===== src/rtl/zreg_file_pkg.sv =====
package zreg_file_pkg;

   // Selects the structure of each read port.
   typedef enum logic [0:0] {
      RD_ANDOR = 1'b0,   // one-hot decode, AND-OR reduction
      RD_INDEX = 1'b1    // binary index into storage
   } rd_style_e;

   // True when a code names a populated register (1 .. num_gpr).
   function automatic logic code_is_gpr(input int unsigned code,
                                        input int unsigned num_gpr);
      return (code >= 1) && (code <= num_gpr);
   endfunction

endpackage


===== src/rtl/zreg_code_decode.sv =====
module zreg_code_decode #(
   parameter int unsigned SEL_W   = 3,
   parameter int unsigned NUM_GPR = 4
) (
   input  logic [SEL_W-1:0]   code,
   output logic [NUM_GPR-1:0] hit
);
   // hit[k] selects stored register k+1; code 0 and unpopulated codes hit nothing.
   for (genvar k = 0; k < NUM_GPR; k++) begin : g_hit
      assign hit[k] = (code == SEL_W'(k + 1));
   end
endmodule


===== src/rtl/zreg_storage.sv =====
module zreg_storage #(
   parameter int unsigned DATA_W  = 16,
   parameter int unsigned NUM_GPR = 4,
   localparam int unsigned FLAT_W = DATA_W * NUM_GPR
) (
   input  logic               clk,
   input  logic               rst_n,
   input  logic               wr_en,
   input  logic [NUM_GPR-1:0] wr_hit,
   input  logic [DATA_W-1:0]  wr_data,
   output logic [FLAT_W-1:0]  regs_flat
);
   for (genvar k = 0; k < NUM_GPR; k++) begin : g_reg
      logic [DATA_W-1:0] q;
      always_ff @(posedge clk) begin
         if (!rst_n) begin
            q <= '0;
         end else if (wr_en && wr_hit[k]) begin
            q <= wr_data;
         end
      end
      assign regs_flat[k*DATA_W +: DATA_W] = q;
   end
endmodule


===== src/rtl/zreg_read_port.sv =====
module zreg_read_port
   import zreg_file_pkg::*;
#(
   parameter int unsigned DATA_W   = 16,
   parameter int unsigned SEL_W    = 3,
   parameter int unsigned NUM_GPR  = 4,
   parameter rd_style_e   RD_STYLE = RD_ANDOR,
   localparam int unsigned FLAT_W  = DATA_W * NUM_GPR,
   localparam int unsigned IDX_W   = (NUM_GPR > 1) ? $clog2(NUM_GPR) : 1
) (
   input  logic [SEL_W-1:0]  sel,
   input  logic [FLAT_W-1:0] regs_flat,
   output logic [DATA_W-1:0] data
);
   if (RD_STYLE == RD_ANDOR) begin : g_andor
      logic [NUM_GPR-1:0] hit;

      zreg_code_decode #(
         .SEL_W   (SEL_W),
         .NUM_GPR (NUM_GPR)
      ) dec_i (
         .code (sel),
         .hit  (hit)
      );

      always_comb begin
         data = '0;
         for (int k = 0; k < NUM_GPR; k++) begin
            data = data | (regs_flat[k*DATA_W +: DATA_W] & {DATA_W{hit[k]}});
         end
      end
   end else begin : g_index
      logic             valid;
      logic [IDX_W-1:0] idx;

      always_comb begin
         valid = code_is_gpr(int'(sel), NUM_GPR);
         idx   = '0;
         if (valid) begin
            idx = IDX_W'(int'(sel) - 1);
         end
      end

      assign data = valid ? regs_flat[idx*DATA_W +: DATA_W] : '0;
   end
endmodule


===== src/rtl/zreg_file.sv =====
module zreg_file
   import zreg_file_pkg::*;
#(
   parameter int unsigned DATA_W   = 16,
   parameter int unsigned SEL_W    = 3,
   parameter int unsigned NUM_GPR  = 4,
   parameter rd_style_e   RD_STYLE = RD_ANDOR,
   localparam int unsigned FLAT_W  = DATA_W * NUM_GPR
) (
   input  logic              clk,
   input  logic              rst_n,
   input  logic [SEL_W-1:0]  rd_sel_a,
   input  logic [SEL_W-1:0]  rd_sel_b,
   input  logic [SEL_W-1:0]  wr_sel,
   input  logic              wr_en,
   input  logic [DATA_W-1:0] wr_data,
   output logic [DATA_W-1:0] rd_data_a,
   output logic [DATA_W-1:0] rd_data_b,
   output logic [FLAT_W-1:0] gpr_view
);
   // Elaboration-time parameter checks.
   if (DATA_W < 1) begin : g_bad_width
      $error("zreg_file: DATA_W must be at least 1");
   end
   if (NUM_GPR < 1 || NUM_GPR > (2**SEL_W) - 1) begin : g_bad_count
      $error("zreg_file: NUM_GPR must lie in 1 .. 2**SEL_W-1 (code 0 is zero)");
   end

   logic [NUM_GPR-1:0] wr_hit;
   logic [FLAT_W-1:0]  regs_flat;

   zreg_code_decode #(
      .SEL_W   (SEL_W),
      .NUM_GPR (NUM_GPR)
   ) wr_dec_i (
      .code (wr_sel),
      .hit  (wr_hit)
   );

   zreg_storage #(
      .DATA_W  (DATA_W),
      .NUM_GPR (NUM_GPR)
   ) store_i (
      .clk       (clk),
      .rst_n     (rst_n),
      .wr_en     (wr_en),
      .wr_hit    (wr_hit),
      .wr_data   (wr_data),
      .regs_flat (regs_flat)
   );

   zreg_read_port #(
      .DATA_W   (DATA_W),
      .SEL_W    (SEL_W),
      .NUM_GPR  (NUM_GPR),
      .RD_STYLE (RD_STYLE)
   ) rd_a_i (
      .sel       (rd_sel_a),
      .regs_flat (regs_flat),
      .data      (rd_data_a)
   );

   zreg_read_port #(
      .DATA_W   (DATA_W),
      .SEL_W    (SEL_W),
      .NUM_GPR  (NUM_GPR),
      .RD_STYLE (RD_STYLE)
   ) rd_b_i (
      .sel       (rd_sel_b),
      .regs_flat (regs_flat),
      .data      (rd_data_b)
   );

   assign gpr_view = regs_flat;
endmodule


===== config.mk =====
export PLATFORM = sky130hd
export DESIGN_NAME = zreg_file
export DESIGN_NICKNAME = d
export VERILOG_FILES = /design/src/rtl/zreg_file_pkg.sv /design/src/rtl/zreg_code_decode.sv /design/src/rtl/zreg_storage.sv /design/src/rtl/zreg_read_port.sv /design/src/rtl/zreg_file.sv
export SDC_FILE = /design/constraint.sdc
export NUM_CORES = 1
export LEC_CHECK = 0
export ABC_AREA = 0
export BUFFER_PORTS_ARGS = -buffer_cell sky130_fd_sc_hd__buf_4
export CELL_PAD_IN_SITES_DETAIL_PLACEMENT = 0
export CELL_PAD_IN_SITES_GLOBAL_PLACEMENT = 1
export CORE_ASPECT_RATIO = 2
export CORE_MARGIN = 2
export CORE_UTILIZATION = 28
export CTS_CLUSTER_SIZE = 28
export DETAILED_ROUTE_END_ITERATION = 6
export PLACE_DENSITY_LB_ADDON = 0.1
export SLEW_MARGIN = 20
export SYNTH_ARGS = -nofsm -noshare
export SYNTH_HDL_FRONTEND = slang
export SYNTH_SLANG_ARGS = --single-unit
export TNS_END_PERCENT = 50

===== constraint.sdc =====
create_clock -name clk -period 1 [get_ports clk]
set_input_delay 0.05 -clock clk [delete_from_list [all_inputs] [get_ports clk]]
set_output_delay 0.05 -clock clk [all_outputs]
set_load 0.01 [all_outputs]

==> flow_summary.html <==
<table>
<tr><th>Metric</th><th>Value</th></tr>
<tr><th colspan="2">Routing</th></tr>
<tr><td>Residual antenna-violating net count after detailed routing</td><td>0</td></tr>
<tr><td>Via density</td><td>5.08</td></tr>
<tr><td>Number of violations reported at the end of detailed-routing iteration 0</td><td>84</td></tr>
<tr><td>Number of detailed-route iterations in the first pass</td><td>6</td></tr>
<tr><td>Number of remaining DRC errors</td><td>0</td></tr>
<tr><td>Routed wire length</td><td>13,500 um</td></tr>
<tr><td>Wire per inst</td><td>19.5 um</td></tr>
<tr><td>Total number of vias</td><td>3,513</td></tr>
<tr><th colspan="2">GRT</th></tr>
<tr><td>Global routing usage on met2</td><td>32.4%</td></tr>
<tr><td>Number of antenna violations at the first check in global routing</td><td>0</td></tr>
<tr><td>Met1 Use GR</td><td>22.0%</td></tr>
<tr><td>Pin count of the biggest net entering global routing</td><td>46</td></tr>
<tr><td>Global-route track usage on met3</td><td>3.46%</td></tr>
<tr><td>Wire length of the first global-routing pass</td><td>20,200 um</td></tr>
<tr><td>Total global routing overflow</td><td>0</td></tr>
<tr><td>GRT Max-Usage Layer</td><td>met2</td></tr>
<tr><td>Number of global-route vias before repair</td><td>3,496</td></tr>
<tr><td>Global-route total usage across every layer</td><td>18.5%</td></tr>
<tr><th colspan="2">Logic synthesis</th></tr>
<tr><td>Fraction of the mapped netlist area in simple logic gates</td><td>24.4%</td></tr>
<tr><td>Synthesized-area fraction occupied by adder cells</td><td>0%</td></tr>
<tr><td>Most area-hungry cell type in the Yosys netlist</td><td>dfxtp_1</td></tr>
<tr><td>Syn avg cell area</td><td>9.94 um2</td></tr>
<tr><td>Commonest register cell after synthesis</td><td>dfxtp_1</td></tr>
<tr><td>Count of different cell masters after synthesis</td><td>15</td></tr>
<tr><td>Fraction of registers with async set or reset after synthesis</td><td>0%</td></tr>
<tr><td>Register bit count reported by yosys</td><td>64</td></tr>
<tr><td>Combinational family with the most area after synthesis</td><td>multiplexers</td></tr>
<tr><td>Warning count from the yosys run</td><td>0</td></tr>
<tr><td>Sequential area share after synthesis</td><td>33.7%</td></tr>
<tr><td>Count of mapped cells out of synthesis</td><td>383</td></tr>
<tr><td>Area of the mapped netlist</td><td>3810 um2</td></tr>
<tr><td>Yosys top cell area share</td><td>33.7%</td></tr>
<tr><td>Most instantiated library cell after synthesis</td><td>mux2i_1</td></tr>
<tr><td>Post-synth net total</td><td>411</td></tr>
<tr><td>Area share of xor/xnor cells in the synthesized design</td><td>0%</td></tr>
<tr><td>Cells taking the most area after synthesis</td><td>dfxtp_1, mux2i_1, nand4bb_1</td></tr>
<tr><td>Fraction of the mapped netlist area in compound gates</td><td>9.17%</td></tr>
<tr><td>Mux contribution to synthesized area</td><td>25.2%</td></tr>
<tr><td>Leading cell types by count after synthesis</td><td>mux2i_1, nand2_1, dfxtp_1</td></tr>
<tr><td>Number of synthesized flops with an enable pin</td><td>0</td></tr>
<tr><th colspan="2">Floorplan</th></tr>
<tr><td>Chip height</td><td>169 um</td></tr>
<tr><td>Number of top-level pins</td><td>124</td></tr>
<tr><td>Area enclosed by the die boundary</td><td>14,600 um2</td></tr>
<tr><td>Standard cell core area</td><td>13,400 um2</td></tr>
<tr><td>Effective utilization at floorplan</td><td>28.5%</td></tr>
<tr><td>FP Rows</td><td>60</td></tr>
<tr><td>Chip Width</td><td>86.5 um</td></tr>
<tr><th colspan="2">Clock network</th></tr>
<tr><td>H-tree depth</td><td>3</td></tr>
<tr><td>Number of hold buffers added after CTS</td><td>0</td></tr>
<tr><td>Clock latency on the worst-skew pair</td><td>0.33 ns</td></tr>
<tr><td>Number of buffers created by CTS</td><td>9</td></tr>
<tr><td>CTS tree</td><td>yes</td></tr>
<tr><td>CTS Root Buffer Type</td><td>clkbuf_16</td></tr>
<tr><td>CTS Sinks</td><td>64</td></tr>
<tr><td>Clock buffer depth</td><td>2</td></tr>
<tr><td>Clk pin slew, worst setup/hold paths</td><td>0.06 ns</td></tr>
<tr><th colspan="2">Setup path</th></tr>
<tr><td>Startpoint Class</td><td>flip-flop</td></tr>
<tr><td>Top fanout value on the critical path</td><td>3</td></tr>
<tr><td>Type of the setup path with the least slack</td><td>flip-flop to output port</td></tr>
<tr><td>CP Capture Type</td><td>output port</td></tr>
<tr><td>Required time at the endpoint of the critical path</td><td>0.95 ns</td></tr>
<tr><td>Largest stage delay, worst path</td><td>0.35 ns</td></tr>
<tr><td>Critical-path cell list</td><td>buf_6, mux2i_1, o221ai_1, buf_4</td></tr>
<tr><td>Data arrival time of the critical path</td><td>1.21 ns</td></tr>
<tr><td>Highest-delay cell along the critical path</td><td>dfxtp_2</td></tr>
<tr><th colspan="2">STA</th></tr>
<tr><td>Fmax</td><td>794 MHz</td></tr>
<tr><td>Final slew viol count</td><td>0</td></tr>
<tr><td>Finish-stage setup viols</td><td>33</td></tr>
<tr><td>Min Tclk post-route</td><td>1.26 ns</td></tr>
<tr><td>Final Worst Setup Slack</td><td>-0.259 ns</td></tr>
<tr><td>Unrepaired setup endpoints after global routing</td><td>yes</td></tr>
<tr><td>Final hold vios</td><td>0</td></tr>
<tr><td>Portion of the clock cycle consumed by the worst path in the final layout</td><td>126%</td></tr>
<tr><td>Normalized max-slew margin</td><td>84.4%</td></tr>
<tr><td>Worst Max-Slew Pin Slew</td><td>0.234 ns</td></tr>
<tr><td>Setup TNS</td><td>-5.24 ns</td></tr>
<tr><td>Clock skew</td><td>0 ns</td></tr>
<tr><th colspan="2">Place</th></tr>
<tr><td>Worst setup timing slack at the placement stage</td><td>-0.0544 ns</td></tr>
<tr><td>DP Cell Count</td><td>657</td></tr>
<tr><td>Routability cong.</td><td>0.720</td></tr>
<tr><td>Half-perimeter wire length after detailed placement</td><td>9660 um</td></tr>
<tr><td>Port buffer count</td><td>123</td></tr>
<tr><th colspan="2">Final layout</th></tr>
<tr><td>Largest registers ranked by flip-flop count</td><td>store_i.g.q: 64 flops</td></tr>
<tr><td>Multi-input combinational cell area</td><td>2300 um2</td></tr>
<tr><td>Post-layout nets</td><td>559</td></tr>
<tr><td>Post-route insts no fill</td><td>691</td></tr>
<tr><td>Area Growth Syn to Fin</td><td>47.9%</td></tr>
<tr><td>FF/Latch Area</td><td>1380 um2</td></tr>
<tr><td>Register with the highest flop count</td><td>store_i.g.q</td></tr>
<tr><td>Share of post-route cells with drive strength above 1</td><td>50.4%</td></tr>
<tr><td>Number of fill cells</td><td>1,354</td></tr>
<tr><td>Number of antenna diodes</td><td>0</td></tr>
<tr><td>Largest register FFs</td><td>64</td></tr>
<tr><th colspan="2">Min path</th></tr>
<tr><td>Worst hold path class</td><td>input pin to flip-flop</td></tr>
<tr><th colspan="2">Pwr</th></tr>
<tr><td>IR Drop Worst-Case VDD</td><td>809 uV</td></tr>
<tr><td>Pwr Total</td><td>6690 uW</td></tr>
<tr><td>Leakage component of the power</td><td>0.00260 uW</td></tr>
<tr><td>Cell Pwr Density</td><td>1190 nW/um2</td></tr>
<tr><th colspan="2">Run status</th></tr>
<tr><td>Violations in the final reports</td><td>setup timing</td></tr>
<tr><td>Outcome</td><td>complete, but fails checks</td></tr>
<tr><th colspan="2">Run</th></tr>
<tr><td>Max-capacitance violation count</td><td>0</td></tr>
</table>
-- critical path: cells and delay by family (launching register included) --
family                 cells  cell delay, ns
DFF                        1            0.35
muxes                      1            0.05
AOI/OAI and AO/OA          1            0.21
buffers and inverters      2            0.26
-- what timing repair did --
item / CTS / global route
pin swaps: 5 / 8
gates resized for setup: 60 / 23
endpoints found under the setup margin: 34 / 42
buffers inserted: 10 / 8
-- per-layer routing --
metal / vias to the layer above / part of all wire, %
met5: - / 0
met4: 0 / 1.6
met3: 16 / 4.2
met2: 91 / 54
met1: 1710 / 41
li1: 1696 / -
-- placed cells by master (no fill, tap or decap) --
master	n
buf_6	7
and4bb_1	1
o221ai_1	16
clkbuf_1	3
nand4b_1	1
dfxtp_2	52
buf_12	11
bufinv_16	1
nand2_1	80
buf_4	158
dfxtp_1	4
dfxtp_4	8
nand2b_4	1
mux2i_2	2
clkbuf_16	9
nand4bb_2	2
nand4bb_1	32
o221ai_2	16
clkinv_2	3
mux2i_1	94
nand2b_1	35
-- final timing paths --
kind,startpoint,endpoint,slack (ns),cells after the start
min,wr_data[1],store_i.g_reg[0].q[1]$_SDFFE_PN0P_,0.04,3
min reg2reg,store_i.g_reg[2].q[8]$_SDFFE_PN0P_,store_i.g_reg[2].q[8]$_SDFFE_PN0P_,0.48,2
max,store_i.g_reg[2].q[14]$_SDFFE_PN0P_,rd_data_b[14],-0.26,4
max reg2reg,store_i.g_reg[2].q[14]$_SDFFE_PN0P_,store_i.g_reg[2].q[14]$_SDFFE_PN0P_,0.28,3
-- cells by family (layout without fill, tap and decap cells) --
group / after synthesis / after routing
simple gates: 152 / 152
flops: 64 / 64
compound gates: 32 / 32
buf+inv: 39 / 192
mux: 96 / 96
-- stage by stage --
step	utilization (%)	area, um2	hold slack, ns
after floorplan	-	3810	0.254
after global placement	37.8	5050	0.380
after detailed placement	37.8	5050	0.387
after CTS	41.2	5500	0.0371
after global routing	42.2	5630	0.0479
final	42.2	5630	0.0446
-- layout make-up --
cell class / instances / area share (%)
Clock buffer: 12 / 4.20
Clock inverter: 4 / 0.800
Multi-Input combinational cell: 280 / 40.8
Sequential cell: 64 / 24.4
Tap cell: 155 / 3.44
Timing Repair Buffer: 176 / 26.4
-- power breakdown --
part           switching (uW)  total (uW)  internal [uW]  leakage (uW)
registers                65.8        2670           2600      0.000550
clock network            1130        3050           1920      0.000140
logic                     484         968            484       0.00191
total                    1680        6690           5000       0.00260
(Power assumes the default switching activity.)
